**config.mk**
```make
export PLATFORM = sky130hd
export DESIGN_NAME = fwd_dma_resp
export DESIGN_NICKNAME = d
export VERILOG_FILES = /design/src/rtl/fwd_dma_resp.sv
export SDC_FILE = /design/constraint.sdc
export NUM_CORES = 1
export LEC_CHECK = 0
export ABC_CLOCK_PERIOD_IN_PS = 2900
export BUFFER_PORTS_ARGS = -buffer_cell sky130_fd_sc_hd__buf_4
export CAP_MARGIN = 20
export CORE_UTILIZATION = 45
export CTS_CLUSTER_DIAMETER = 50
export DETAILED_ROUTE_END_ITERATION = 6
export PLACE_DENSITY = 0.82
export SLEW_MARGIN = 0
export SYNTH_ARGS = -nofsm -noshare
export SYNTH_HDL_FRONTEND = slang
export SYNTH_SLANG_ARGS = --single-unit
```
**constraint.sdc**
```tcl
create_clock -name clk -period 2.9 [get_ports clk]
set_clock_uncertainty 0.2 [all_clocks]
set_input_delay 0 -clock clk [delete_from_list [all_inputs] [get_ports clk]]
set_output_delay 0 -clock clk [all_outputs]
set_load 0.02 [all_outputs]
```
**src/rtl/fwd_dma_resp.sv**
```systemverilog
module fwd_dma_resp #(
  parameter int ADDR_W    = 32,
  parameter int DATA_W    = 64,
  parameter int ID_W      = 4,
  parameter int BANK_LOW  = 6,
  parameter int BANK_BITS = 2,
  parameter int ACK_W     = 4
) (
  input  logic                 clk,
  input  logic                 rst_n,
  input  logic                 upd_valid,
  input  logic [3:0]           upd_state,
  input  logic                 upd_data_we,
  input  logic [DATA_W-1:0]    upd_data,
  input  logic                 req_valid,
  output logic                 req_ready,
  input  logic                 req_dma,
  input  logic [1:0]           req_src_type,
  input  logic [ID_W-1:0]      req_src_id,
  input  logic [ADDR_W-1:0]    req_addr,
  output logic                 dat_valid,
  input  logic                 dat_ready,
  output logic [ID_W-1:0]      dat_dest,
  output logic [ADDR_W-1:0]    dat_addr,
  output logic [DATA_W-1:0]    dat_data,
  output logic                 ack_valid,
  input  logic                 ack_ready,
  output logic [BANK_BITS-1:0] ack_bank,
  output logic [ADDR_W-1:0]    ack_addr,
  output logic [ACK_W-1:0]     ack_count,
  output logic                 ack_dirty,
  output logic                 ack_short
);

  localparam logic [3:0] ST_I  = 4'd0;
  localparam logic [3:0] ST_S  = 4'd1;
  localparam logic [3:0] ST_OM = 4'd6;
  localparam logic [3:0] ST_MI = 4'd7;
  localparam logic [3:0] ST_OI = 4'd9;
  localparam logic [1:0] SRC_L1  = 2'd0;
  localparam logic [1:0] SRC_DMA = 2'd3;

  logic [3:0]        st_q;
  logic [DATA_W-1:0] line_q;
  logic [DATA_W-1:0] wbuf_q;
  logic              ack_ph_q;

  logic in_arr, in_wb, upd_wb, need_dat, need_ack;
  logic dat_fire, ack_fire;

  assign in_arr = (st_q >= ST_S) && (st_q <= ST_OM);
  assign in_wb  = (st_q >= ST_MI) && (st_q <= ST_OI);
  assign upd_wb = (upd_state >= ST_MI) && (upd_state <= ST_OI);

  assign need_dat = in_arr ||
                    (in_wb && (req_src_type == SRC_L1 || req_src_type == SRC_DMA));
  assign need_ack = req_dma && (in_arr || in_wb);

  assign dat_valid = req_valid && need_dat && !ack_ph_q;
  assign ack_valid = req_valid && need_ack && (ack_ph_q || !need_dat);
  assign dat_fire  = dat_valid && dat_ready;
  assign ack_fire  = ack_valid && ack_ready;

  always_comb begin
    if (!req_valid)    req_ready = 1'b0;
    else if (need_ack) req_ready = ack_fire;
    else if (need_dat) req_ready = dat_fire;
    else               req_ready = 1'b1;
  end

  assign dat_dest = req_src_id;
  assign dat_addr = req_addr;
  assign dat_data = in_wb ? wbuf_q : line_q;

  assign ack_bank  = req_addr[BANK_LOW +: BANK_BITS];
  assign ack_addr  = req_addr;
  assign ack_count = ACK_W'(1);
  assign ack_dirty = 1'b0;
  assign ack_short = 1'b1;

  always_ff @(posedge clk) begin
    if (!rst_n) begin
      st_q     <= ST_I;
      line_q   <= '0;
      wbuf_q   <= '0;
      ack_ph_q <= 1'b0;
    end else begin
      if (upd_valid) begin
        st_q <= upd_state;
        if (upd_wb && !in_wb) wbuf_q <= line_q;
      end
      if (upd_data_we) line_q <= upd_data;
      if (req_valid && req_ready)   ack_ph_q <= 1'b0;
      else if (dat_fire && need_ack) ack_ph_q <= 1'b1;
    end
  end

endmodule

```
# --- Word level (Yosys, flattened, before mapping) ---
# Index checks and enable logic that the tools add are counted.
totals:
  input_bits: 114
  ram_bits: 0
  ff_bits: 133
  latchBits: 0
  memories: 0
  rom_bits: 0
op_classes:
  n_bitwise: 1
  shift: 0
  n_mux: 4
  addsub: 0
  n_div: 0
  order_cmp: 6
  n_reduce_logical: 24
  n_eq_ne: 1
  n_mul: 0
ops:
  columns: ["operator", "count"]
  rows:
  - ["64-bit two-way mux", 1]
  - ["1-bit logical AND", 14]
  - ["4-bit by 3-bit greater-or-equal comparator with 1-bit output, second input constant", 2]
  - ["4-bit less-or-equal comparator, second input constant", 2]
  - ["4-bit by 1-bit greater-or-equal comparator with 1-bit output, second input constant", 1]
  - ["4-bit by 3-bit less-or-equal comparator with 1-bit output, second input constant", 1]
  - ["1-bit logical OR", 4]
  - ["1-bit zero test", 3]
  - ["1-bit two-way mux", 3]
  - ["2-bit equality test, second input constant", 1]
  - ["2-bit zero test", 1]
  - ["2-bit AND reduction", 1]
  - ["2-bit OR reduction", 1]
  - ["1-bit NOT", 1]

# --- Logic depth before layout (Yosys ltp) ---
# Gate-level depths: netlist of run 1.
depth:
  ltp_word: 12
  ltp_mapped: 7

# --- Worst setup path after synthesis of run 1 ---
# No wires, ideal clock.
synth_timing:
  path_type: "flip-flop to output port"
  from: "register st_q[1]"
  to: "output port dat_data[0]"
  n_path_buf: 3
  slack_ns: 1.093
  stages_incl_launch_ff: 7
  required_time_ns: 2.700
  arrival_ns: 1.607
  cell_sequence: "dfxtp_1 buf_2 or3b_1 and2_1 buf_6 buf_6 mux2_4"
synth_via:
  elab_chain_cells: 3
  word_cells_on_any_way: 4
  classes_between: "order compare (2); mux (1); reduce/logical (1)"
synth_lines:
  columns: ["element", "line", "rtl"]
  rows:
  - ["from (decl)", "43", "logic [3:0] st_q;"]
  - ["from (signal assigned)", "89", "st_q <= upd_state;"]
  - ["4-bit by 3-bit greater-or-equal comparator with 1-bit output or 4-bit less-or-equal comparator (tied branches)", "52", "assign in_wb = (st_q >= ST_MI) && (st_q <= ST_OI);"]
  - ["1-bit logical AND (*)", "52", null]
  - ["64-bit two-way mux (*)", "73", "assign dat_data = in_wb ? wbuf_q : line_q;"]
  - ["to (decl)", "25", "output logic [DATA_W-1:0] dat_data,"]
# Mark *: on every way between the ends. The rest lies on a longest branch, timed or not.

# --- Final worst setup path of run 1 ---
layout_timing:
  from: "register st_q[3]"
  to: "register ack_ph_q"
layout_via:
  elab_chain_cells: 12
  word_cells_on_any_way: 24
  classes_between: "order compare (4); mux (3); reduce/logical (17)"
layout_lines:
  columns: ["element", "line", "rtl"]
  rows:
  - ["4-bit by 3-bit greater-or-equal comparator with 1-bit output or 4-bit less-or-equal comparator (tied branches)", "52", null]
  - ["1-bit logical AND", "52", null]
  - ["1-bit logical AND", "56", "(in_wb && (req_src_type == SRC_L1 || req_src_type == SRC_DMA));"]
  - ["1-bit logical OR", "55", "assign need_dat = in_arr ||"]
  - ["1-bit logical AND or 1-bit zero test (tied branches)", "59, 60", null]
  - ["1-bit logical AND or 1-bit logical OR (tied branches)", "59, 60", null]
  - ["1-bit logical AND, on equally long branches", "61, 60", null]
  - ["1-bit two-way mux or 1-bit logical AND (tied branches)", "67, 62", null]
  - ["1-bit two-way mux", "66", "else if (need_ack) req_ready = ack_fire;"]
  - ["1-bit two-way mux", "65", "if (!req_valid) req_ready = 1'b0;"]
  - ["1-bit logical AND", "93", "if (req_valid && req_ready) ack_ph_q <= 1'b0;"]
  - ["2-bit OR reduction (no source line)", null, null]
  - ["to (signal assigned)", "86", "ack_ph_q <= 1'b0;"]
  - ["to (signal assigned)", "93", null]
  - ["to (signal assigned)", "94", "else if (dat_fire && need_ack) ack_ph_q <= 1'b1;"]
  - ["to (decl)", "46", "logic ack_ph_q;"]
# Parallel ways exist; a longest one is shown, timed or not.
# A chain may end at the register's enable or synchronous reset.

==> flow_summary.yaml, run 1 <==
worst_setup_path:
  worst-path-stages: 6
  start_kind: "register"
  critPathArrivalTime_ps: 2900
  crit_top_cell: "dlygate4sd3_1"
  crit_family: "buffers and inverters"
  slowest_stage: "or4_4"
  crit_path_end_kind: "register"
  r2r_cells: 6
  crit_type: "register to register"
  crit_buf_inv: 2
  cp_cell_sequence: "or4_4 -> nand3_1 -> o21a_1 -> dlygate4sd3_1 -> a221oi_1 -> dlygate4sd3_1"
  cp_max_fo: 9
  critPathRequiredTime_ps: 3000
  slowest_delay_ps: 600
worst_hold_path:
  holdPathStages: 4
  hp-class: "input port to register"
job:
  drv_cap: 0
timing:
  setup_slack_ps: 105.3
  hold_ws_ps: 157.8
  fin_setup_tns_ps: 0
  setup_viol: 0
  slew_viol_final: 0
  max_freq_mhz: 357.8
  slew_headroom_pct: 42.50
  hold_violations: 0
  tightest_slew_ps: 858.5
  finalCriticalPeriod_ps: 2795
  rsz0062_at_grt: "false"
  fin_crit_sh_pct: 96.37
placement:
  dp_hpwl_um: 9375
  dp_slack_ps: 614.9
  dp.cells: 898
  gp_congestion: 0.8497
  portBuffers: 144
synth:
  synth_compound_area_share_pct: 11.08
  synth.most_common_cell: "dfxtp_1"
  netlist.area_leader.share_pct: 40.45
  synthArstFlopShare_pct: 0
  yosys.area_share.simple_pct: 10.45
  syn_avg_cell_area_um2: 9.499
  ys_seq_area_share_pct: 40.45
  synth_top_family_by_area: "multiplexers"
  netlist_top_cells_count: "dfxtp_1 (133), buf_4 (76), nor2_1 (69)"
  ys.flop_type: "dfxtp_1"
  synth_xor_area_share_pct: 0.1331
  syn_inst: 693
  yosysWarnings: 0
  synth_mux_area_share_pct: 24.71
  ys_seq_elements: 133
  synth-edff-count: 0
  synth_cell_types: 36
  yosys.area_share.adder_pct: 0
  yosys.area.top_type: "dfxtp_1"
  synth_area_leaders: "dfxtp_1 (40%), mux2_4 (14%), mux2i_1 (10%)"
  synth_area_um2: 6583
floorplanning:
  die_area_um2: 15120
  core_area_um2: 14100
  initial_core_util_pct: 46.70
  fp-row-count: 43
  die_height_um: 122.9
  die_width_um: 122.9
  io_pins: 257
routing:
  dr.pass1.iters: 5
  wl_um: 19610
  wl_per_cell_um: 18.01
  ant_nets: 0
  drc: 0
  vias_per_cell: 5.462
  vias: 5948
  initialDrtViolationCount: 483
global_routing:
  gr-total-overflow: 0
  grt_usage_pct: 26.28
  grt_max_degree: 65
  grt_pass1_wl_um: 30250
  antenna_found_initial: 0
  grt_pass1_vias: 6052
clock_tree:
  cts-root-buf: "clkbuf_16"
  cts_tree: "built"
  clk_latency_ps: 420
  clk_path_buf_depth: 2
  post_cts_buffers: 0
  htree_num_levels: 4
  clk_pin_slew_ps: 60
  clock_sinks: 133
  cts_made_buffers: 17
pwr:
  power_density_nw_per_um2: 540.6
  p_leak_nw: 4.183
  vdd_ir_drop_max_mv: 0.5113
layout:
  syn2layout_area_growth_pct: 42.79
  final_util_pct: 66.68
  final_layout_size_suffix_gt1_share_pct: 27.61
  stdcell_count: 1089
  nets: 1011
  diodes: 0
outcome:
  status: "completed"
cell type report:
cell class / instances / area (um2)
clock buffers: 21 / 460.4
clock inverters: 10 / 130.1
fillers: 1009 / 4697
inverters: 5 / 21.27
multi-input cells: 427 / 3087
flip-flops and latches: 133 / 2663
well taps: 180 / 225.2
repair buffers: 313 / 2813
report_power, final:
part           internal [mW]  switching (mW)  total, mW
logic                  0.478           0.481      0.959
registers               1.90          0.0582       1.96
clock network           1.38           0.783       2.17
total                   3.76            1.32       5.08
layout by cell type, fill, tap and decap left out, types with 2 or more instances in the layout:
cell,netlist,final
buf_4,76,148
conb_1,2,6
mux2_2,4,4
nor4_1,3,3
nor2_1,69,69
clkbuf_8,0,2
clkbuf_16,0,17
mux2i_1,68,68
nand3_1,66,66
dlygate4sd3_1,0,160
dfxtp_1,133,133
clkinvlp_4,0,2
o21a_1,3,3
inv_1,3,3
a21oi_1,64,64
o21ai_0,66,66
bufinv_16,0,3
clkbuf_1,26,2
mux2_4,60,60
clkinv_2,0,5
buf_12,0,5
routing by layer:
layer  wire, um  vias up  global-route usage, %
li1           -     2738                      -
met1       7632     2866                  29.00
met2      10200      293                  47.02
met3       1250       51                  6.873
met4        525        0                  11.97
met5          0        -                      0
flip-flops by register name, indices dropped and copies added, names as in the netlist:
name and cells:
ack_ph_q 1, line_q 64, st_q 4, wbuf_q 64
worst register-to-register path: cells and delay by family (launching register included):
| family | cells | cell delay (ps) |
|---|---|---|
| buf+inv | 2 | 1150 |
| simple gates | 2 | 740 |
| compound gates | 2 | 230 |
| flops | 1 | 370 |
final timing paths:
path | slack, ps | from | to
worst min-delay path | 160 | upd_data[37] | line_q[37]
worst max-delay path | 110 | st_q[3] | ack_ph_q
worst max register to register | 110 | st_q[3] | ack_ph_q
worst min register to register | 270 | wbuf_q[61] | wbuf_q[61]
metrics by stage:
stage | power (mW) | area (um2)
after floorplan | 2.548 | 6598
after global placement | 2.644 | 7207
after global routing | 5.249 | 9399
after CTS | 5.066 | 9399
after detailed placement | 2.653 | 7207
final | 5.081 | 9399
cells by family (layout without fill, tap and decap cells):
| logic type | after synthesis | after routing |
|---|---|---|
| flops | 133 | 133 |
| other cells | 2 | 6 |
| mux | 132 | 132 |
| simple gates | 149 | 149 |
| buf+inv | 137 | 349 |
| xor+xnor | 1 | 1 |
| compound gates | 139 | 139 |
timing repair:
| action | CTS | global route |
|---|---|---|
| gates resized for setup | 0 | 0 |
| hold buffers | 160 | 0 |
| endpoints found under the setup margin | 0 | 0 |
| hold endpoints to repair | 184 | 0 |
Note: power is estimated with default switching activity, not from simulation.
==> run 2, diff against run 1 <==
--- a/config.mk
+++ b/config.mk
@@ -8,10 +8,11 @@
 export ABC_CLOCK_PERIOD_IN_PS = 2900
 export BUFFER_PORTS_ARGS = -buffer_cell sky130_fd_sc_hd__buf_4
 export CAP_MARGIN = 20
-export CORE_UTILIZATION = 45
+export CORE_MARGIN = 2
+export CORE_UTILIZATION = 53
 export CTS_CLUSTER_DIAMETER = 50
 export DETAILED_ROUTE_END_ITERATION = 6
-export PLACE_DENSITY = 0.82
+export PLACE_DENSITY = 0.93
 export SLEW_MARGIN = 0
 export SYNTH_ARGS = -nofsm -noshare
 export SYNTH_HDL_FRONTEND = slang
==> flow_summary.yaml, run 2 <==
placement:
  dp_hpwl_um: 9353
  dp_slack_ps: 604.0
  dp.cells: 885
  gp_congestion: 0.8071
  portBuffers: 144
clock_tree:
  post_cts_buffers: 0
  cts_made_buffers: 17
  ctsResizeCount: 0
  htree_num_levels: 4
  clk_path_buf_depth: 2
  clock_sinks: 133
  cts_hold_buf: 184
  cts-root-buf: "clkbuf_16"
outcome:
  stop_stage: "4_1_cts"
  status: "did not finish"
  firstError: "[ERROR RSZ-0060] Max buffer count reached."
synth:
  synth_cell_types: 36
  yosys.area.top_type: "dfxtp_1"
  synthArstFlopShare_pct: 0
  ys.flop_type: "dfxtp_1"
  syn_inst: 693
  synth-edff-count: 0
  netlist.area_leader.share_pct: 40.45
  synth.most_common_cell: "dfxtp_1"
  syn_avg_cell_area_um2: 9.499
  ys_seq_elements: 133
  synth_area_um2: 6583
  synth_area_leaders: "dfxtp_1 (40%), mux2_4 (14%), mux2i_1 (10%)"
  ys_seq_area_share_pct: 40.45
  yosysWarnings: 0
  netlist_top_cells_count: "dfxtp_1 (133), buf_4 (76), nor2_1 (69)"
floorplanning:
  initial_core_util_pct: 54.57
  io_pins: 257
  fp-row-count: 40
  die_width_um: 115.4
  die_height_um: 115.4
## run 2: cell counts after synthesis
No cell type changed its count.
## run 2: logic make-up after synthesis
kind of cell / after synthesis / share of synthesized area [%]
and+or+nand+nor: 149 / 10.45
AOI/OAI and AO/OA: 139 / 11.08
buffers and inverters: 137 / 13.06
DFF: 133 / 40.45
muxes: 132 / 24.71
other: 2 / 0.1141
xor gates and xnor gates: 1 / 0.1331
## run 2: stage by stage
stage / hold slack, ps / area (um2)
2_1_floorplan: -87.41 / 6598
3_3_place_gp: -199.9 / 7183
3_5_place_dp: -199.9 / 7183
==> run 3, diff against run 2 <==
--- a/config.mk
+++ b/config.mk
@@ -9,10 +9,9 @@
 export BUFFER_PORTS_ARGS = -buffer_cell sky130_fd_sc_hd__buf_4
 export CAP_MARGIN = 20
 export CORE_MARGIN = 2
-export CORE_UTILIZATION = 53
-export CTS_CLUSTER_DIAMETER = 50
+export CORE_UTILIZATION = 40
 export DETAILED_ROUTE_END_ITERATION = 6
-export PLACE_DENSITY = 0.93
+export PLACE_DENSITY_LB_ADDON = 0.15
 export SLEW_MARGIN = 0
 export SYNTH_ARGS = -nofsm -noshare
 export SYNTH_HDL_FRONTEND = slang
==> flow_summary.yaml, run 3 (same netlist as run 1, synthesis figures left out) <==
layout:
  final_cell_mix: "dlygate4sd3_1 (165), buf_4 (149), dfxtp_1 (133), nor2_1 (69), mux2i_1 (68)"
  nFillCells: 1362
  top_regs: "line_q: 64 flops, wbuf_q: 64 flops, st_q: 4 flops"
  syn2layout_area_growth_pct: 44.10
  design_area_um2: 9485
  final_layout_size_suffix_gt1_share_pct: 27.76
  final_common_cell: "dlygate4sd3_1"
  diodes: 0
  nets: 1016
  final_util_pct: 59.28
timing:
  finalCriticalPeriod_ps: 2805
  slew_viol_final: 0
  tightest_slew_ps: 1001
  setup_viol: 0
  hold_violations: 0
  rsz0062_at_grt: "false"
  slew_headroom_pct: 33.30
  hold_ws_ps: 23.40
  max_freq_mhz: 356.5
  fin_crit_sh_pct: 96.71
  fin_setup_tns_ps: 0
clock_tree:
  cts-root-buf: "clkbuf_16"
  cts_made_buffers: 17
  clk_pin_slew_ps: 60
  clk_path_buf_depth: 2
  cts_tree: "built"
  ctsResizeCount: 0
  clk_latency_ps: 410
  post_cts_buffers: 0
  htree_num_levels: 4
  clock_sinks: 133
routing:
  wl_met2_um: 8991
  wl_met3_um: 962
  dr.pass1.iters: 5
  top_layer: "met4"
  initialDrtViolationCount: 314
  vias: 5714
  ant_nets: 0
  wl_um: 18030
  vias_per_cell: 5.052
  wl_per_cell_um: 15.95
  drc: 0
  drt-met1-wl_um: 7749
floorplanning:
  io_pins: 257
  die_area_um2: 17500
  initial_core_util_pct: 41.14
  die_height_um: 132.3
  fp-row-count: 46
  die_width_um: 132.3
  core_area_um2: 16000
outcome:
  status: "completed"
pwr:
  p_leak_nw: 4.225
  vdd_ir_drop_max_mv: 0.3925
  power_density_nw_per_um2: 528.0
worst_setup_path:
  r2r_slack_ps: 100
  cp_max_fo: 9
  crit_buf_inv: 2
  start_kind: "register"
  cp_cell_sequence: "or4_4 -> nand3_1 -> o21a_1 -> dlygate4sd3_1 -> a221oi_1 -> dlygate4sd3_1"
  critPathArrivalTime_ps: 2900
  r2r_start: "st_q[3]"
  crit_family: "buffers and inverters"
  critPathRequiredTime_ps: 2990
  worst-path-stages: 6
  crit_top_cell: "dlygate4sd3_1"
  timing.rr.end: "ack_ph_q"
  r2r_cells: 6
  crit_path_end_kind: "register"
  slowest_delay_ps: 600
  slowest_stage: "or4_4"
  crit_type: "register to register"
global_routing:
  grt_pass1_vias: 5979
  grt_pass1_wl_um: 28910
  grt_max_degree: 74
  grt_usage_pct: 20.24
  antenna_found_initial: 0
  gr-total-overflow: 0
placement:
  placed_cell_area_um2: 7247
  portBuffers: 144
  dp_hpwl_um: 10130
  gp_congestion: 0.7207
worst_hold_path:
  min_from: "upd_data_we"
  holdPathStages: 3
  hold_path_end: "line_q[11]"
  hp-class: "input port to register"
job:
  drv_cap: 0
==> run 3: worst max path at each step <==
stage	start	to	slack [ps]
3_3_place_gp	st_q[1]	wbuf_q[6]	520
2_1_floorplan	st_q[1]	dat_data[0]	1090
4_1_cts	st_q[3]	ack_ph_q	150
6_report	st_q[3]	ack_ph_q	100
3_5_place_dp	st_q[3]	wbuf_q[9]	410
5_1_grt	st_q[3]	ack_ph_q	30
==> run 3: per-layer routing <==
layer	global-route usage [%]	vias to the layer above
met5	0	-
li1	-	2744
met2	35.07	218
met4	7.826	0
met3	5.190	26
met1	24.04	2726
==> run 3: final cells by class <==
class	count	area [um2]	area share [%]
Multi-Input combinational cell	427	3087	32.54
Timing Repair Buffer	318	2858	30.13
Sequential cell	133	2663	28.07
Clock buffer	22	484.2	5.105
Tap cell	216	270.3	2.849
Clock inverter	10	102.6	1.082
Inverter	5	21.27	0.2242
==> run 3: metrics by stage <==
stage                     instances  setup slack, ps  power, mW
after floorplan                 697             1093      2.548
after global placement          933            522.4      2.644
after detailed placement        934            411.7      2.664
after CTS                      1131            149.2      5.047
after global routing           1131            28.92      5.213
final                          1131            95.31      5.009
==> run 3: worst register-to-register path: stages (launching register included) <==
cell           delay [ps]
dfxtp_1               380
or4_4                 600
nand3_1               150
o21a_1                150
dlygate4sd3_1         560
a221oi_1               80
dlygate4sd3_1         580
==> run 3: timing repair <==
item / in CTS / in global routing
setup endpoints to repair: 0 / 0
hold endpoints to repair: 169 / 0
hold buffers: 165 / 0
==> run 3: report_power, final <==
| group | internal [mW] | switching (mW) |
|---|---|---|
| combinational | 0.482 | 0.467 |
| clock | 1.35 | 0.764 |
| sequential | 1.90 | 0.0535 |
| total | 3.72 | 1.28 |
==> run 4, diff against run 3 <==
--- a/config.mk
+++ b/config.mk
@@ -10,6 +10,7 @@
 export CAP_MARGIN = 20
 export CORE_MARGIN = 2
 export CORE_UTILIZATION = 40
+export CTS_BUF_LIST = sky130_fd_sc_hd__clkbuf_8
 export DETAILED_ROUTE_END_ITERATION = 6
 export PLACE_DENSITY_LB_ADDON = 0.15
 export SLEW_MARGIN = 0
==> flow_summary.yaml, run 4 (same netlist as run 1, synthesis figures left out) <==
layout:
  diodes: 0
  final_util_pct: 58.38
  final_layout_size_suffix_gt1_share_pct: 27.72
  multi_input_area_um2: 3094
  final_common_cell: "dlygate4sd3_1"
  final_cell_mix: "dlygate4sd3_1 (169), buf_4 (149), dfxtp_1 (133), nor2_1 (69), mux2i_1 (68)"
  regArea_um2: 2663
  syn2layout_area_growth_pct: 41.91
  nets: 1021
  nFillCells: 1381
  top_regs: "line_q: 64 flops, wbuf_q: 64 flops, st_q: 4 flops"
pwr:
  p_comb_share_pct: 21.5
  p_sw_share_pct: 27.39
  p_int_mw: 3.224
  p_seq_share_pct: 43.9
  p_leak_nw: 4.157
  vdd_ir_drop_max_mv: 0.3274
  power_density_nw_per_um2: 475.3
  clkPwrFrac_pct: 34.6
  power.switching_mw: 1.216
routing:
  vias: 5751
  initialDrtViolationCount: 239
  wl_per_cell_um: 16.04
  wl_um: 18220
  drc: 0
  ant_nets: 0
  vias_per_cell: 5.063
  dr.pass1.iters: 4
floorplanning:
  die_width_um: 132.3
  fp-row-count: 46
  die_area_um2: 17500
  core_area_um2: 16000
  initial_core_util_pct: 41.14
  io_pins: 257
  die_height_um: 132.3
clock_tree:
  clk_pin_slew_ps: 70
  cts_tree: "built"
  cts-root-buf: "clkbuf_8"
  clock_sinks: 133
  clk_latency_ps: 430
  post_cts_buffers: 0
  htree_num_levels: 4
  clk_path_buf_depth: 2
  cts_made_buffers: 17
worst_setup_path:
  crit_path_end_kind: "register"
  r2r_cells: 6
  slowest_stage: "or4_4"
  cp_max_fo: 9
  r2r_start: "st_q[3]"
  crit_family: "buffers and inverters"
  critPathRequiredTime_ps: 3020
  crit_buf_inv: 2
  slowest_delay_ps: 600
  cp_cell_sequence: "or4_4 -> nand3_1 -> o21a_1 -> dlygate4sd3_1 -> a221oi_1 -> dlygate4sd3_1"
  r2r_slack_ps: 100
  crit_top_cell: "dlygate4sd3_1"
  timing.rr.end: "ack_ph_q"
  critPathArrivalTime_ps: 2920
  crit_type: "register to register"
  start_kind: "register"
global_routing:
  grt_pass1_vias: 5979
  gr-total-overflow: 0
  grt_pass1_wl_um: 28880
  grt_usage_pct: 20.18
  grt_max_degree: 74
  antenna_found_initial: 0
worst_hold_path:
  holdPathStages: 4
  hp-class: "input port to register"
  min_from: "upd_valid"
  hold_path_end: "wbuf_q[44]"
timing:
  rsz0062_at_grt: "false"
  setup_slack_ps: 96.36
  max_freq_mhz: 356.7
  finalCriticalPeriod_ps: 2804
  setup_viol: 0
  hold_violations: 0
  fin_crit_sh_pct: 96.68
  slew_headroom_pct: 32.05
  fin_setup_tns_ps: 0
  hold_ws_ps: 132.0
  tightest_slew_ps: 1018
  slew_viol_final: 0
placement:
  dp_slack_ps: 411.7
  portBuffers: 144
  gp_congestion: 0.7207
  dp_hpwl_um: 10130
job:
  drv_cap: 0
outcome:
  status: "completed"
[run 4: area by class of cell]
class                      count  share of cell area [%]
clock inverter                11                   1.138
inverter                       5                  0.2277
sequential                   133                   28.50
clock buffer                  21                   3.094
tap                          216                   2.893
multi-input combinational    428                   33.12
timing repair buffer         322                   31.02
[run 4: timing repair]
item | 4_1_cts | 5_1_grt
setup endpoints to repair | 0 | 6
hold buffers | 169 | 0
hold endpoints to repair | 169 | 0
resized for setup | 0 | 0
[run 4: stage by stage]
step,std cells,area (um2),power [mW]
2_1_floorplan,697,6598,2.548
3_3_place_gp,933,7219,2.644
3_5_place_dp,934,7247,2.664
4_1_cts,1135,9334,4.477
5_1_grt,1136,9341,4.637
6_report,1136,9341,4.440
[run 4: routing by layer]
layer | part of all wire, % | track usage [%] | up-vias | routed length, um
met5 | 0 | 0 | - | 0
met4 | 2.2 | 8.124 | 0 | 392
met3 | 5.5 | 5.229 | 35 | 1000
met2 | 49 | 34.72 | 209 | 8993
met1 | 43 | 24.01 | 2749 | 7831
li1 | - | - | 2758 | -
[run 4: worst max path at each step]
stage | cells past startpoint | slack, ps | from | end
floorplan | 6 | 1090 | st_q[1] | dat_data[0]
finish | 6 | 100 | st_q[3] | ack_ph_q
CTS | 5 | 110 | st_q[1] | dat_data[40]
global placement | 5 | 520 | st_q[1] | wbuf_q[6]
global route | 5 | 20 | st_q[3] | wbuf_q[10]
detailed placement | 5 | 410 | st_q[3] | wbuf_q[9]
[run 4: power groups by stage]
stage          registers [mW]  clock network, mW  logic [mW]
3_5_place_dp             1.99                  0       0.676
3_3_place_gp             1.98                  0       0.660
5_1_grt                  1.96               1.66        1.02
2_1_floorplan            1.97                  0       0.577
6_report                 1.95               1.54       0.957
4_1_cts                  1.95               1.58       0.951
[run 4: worst reg2reg max path: stages, from the launching register on]
cell and delay [ps]:
dfxtp_1 380, or4_4 600, nand3_1 160, o21a_1 150
dlygate4sd3_1 560, a221oi_1 80, dlygate4sd3_1 580
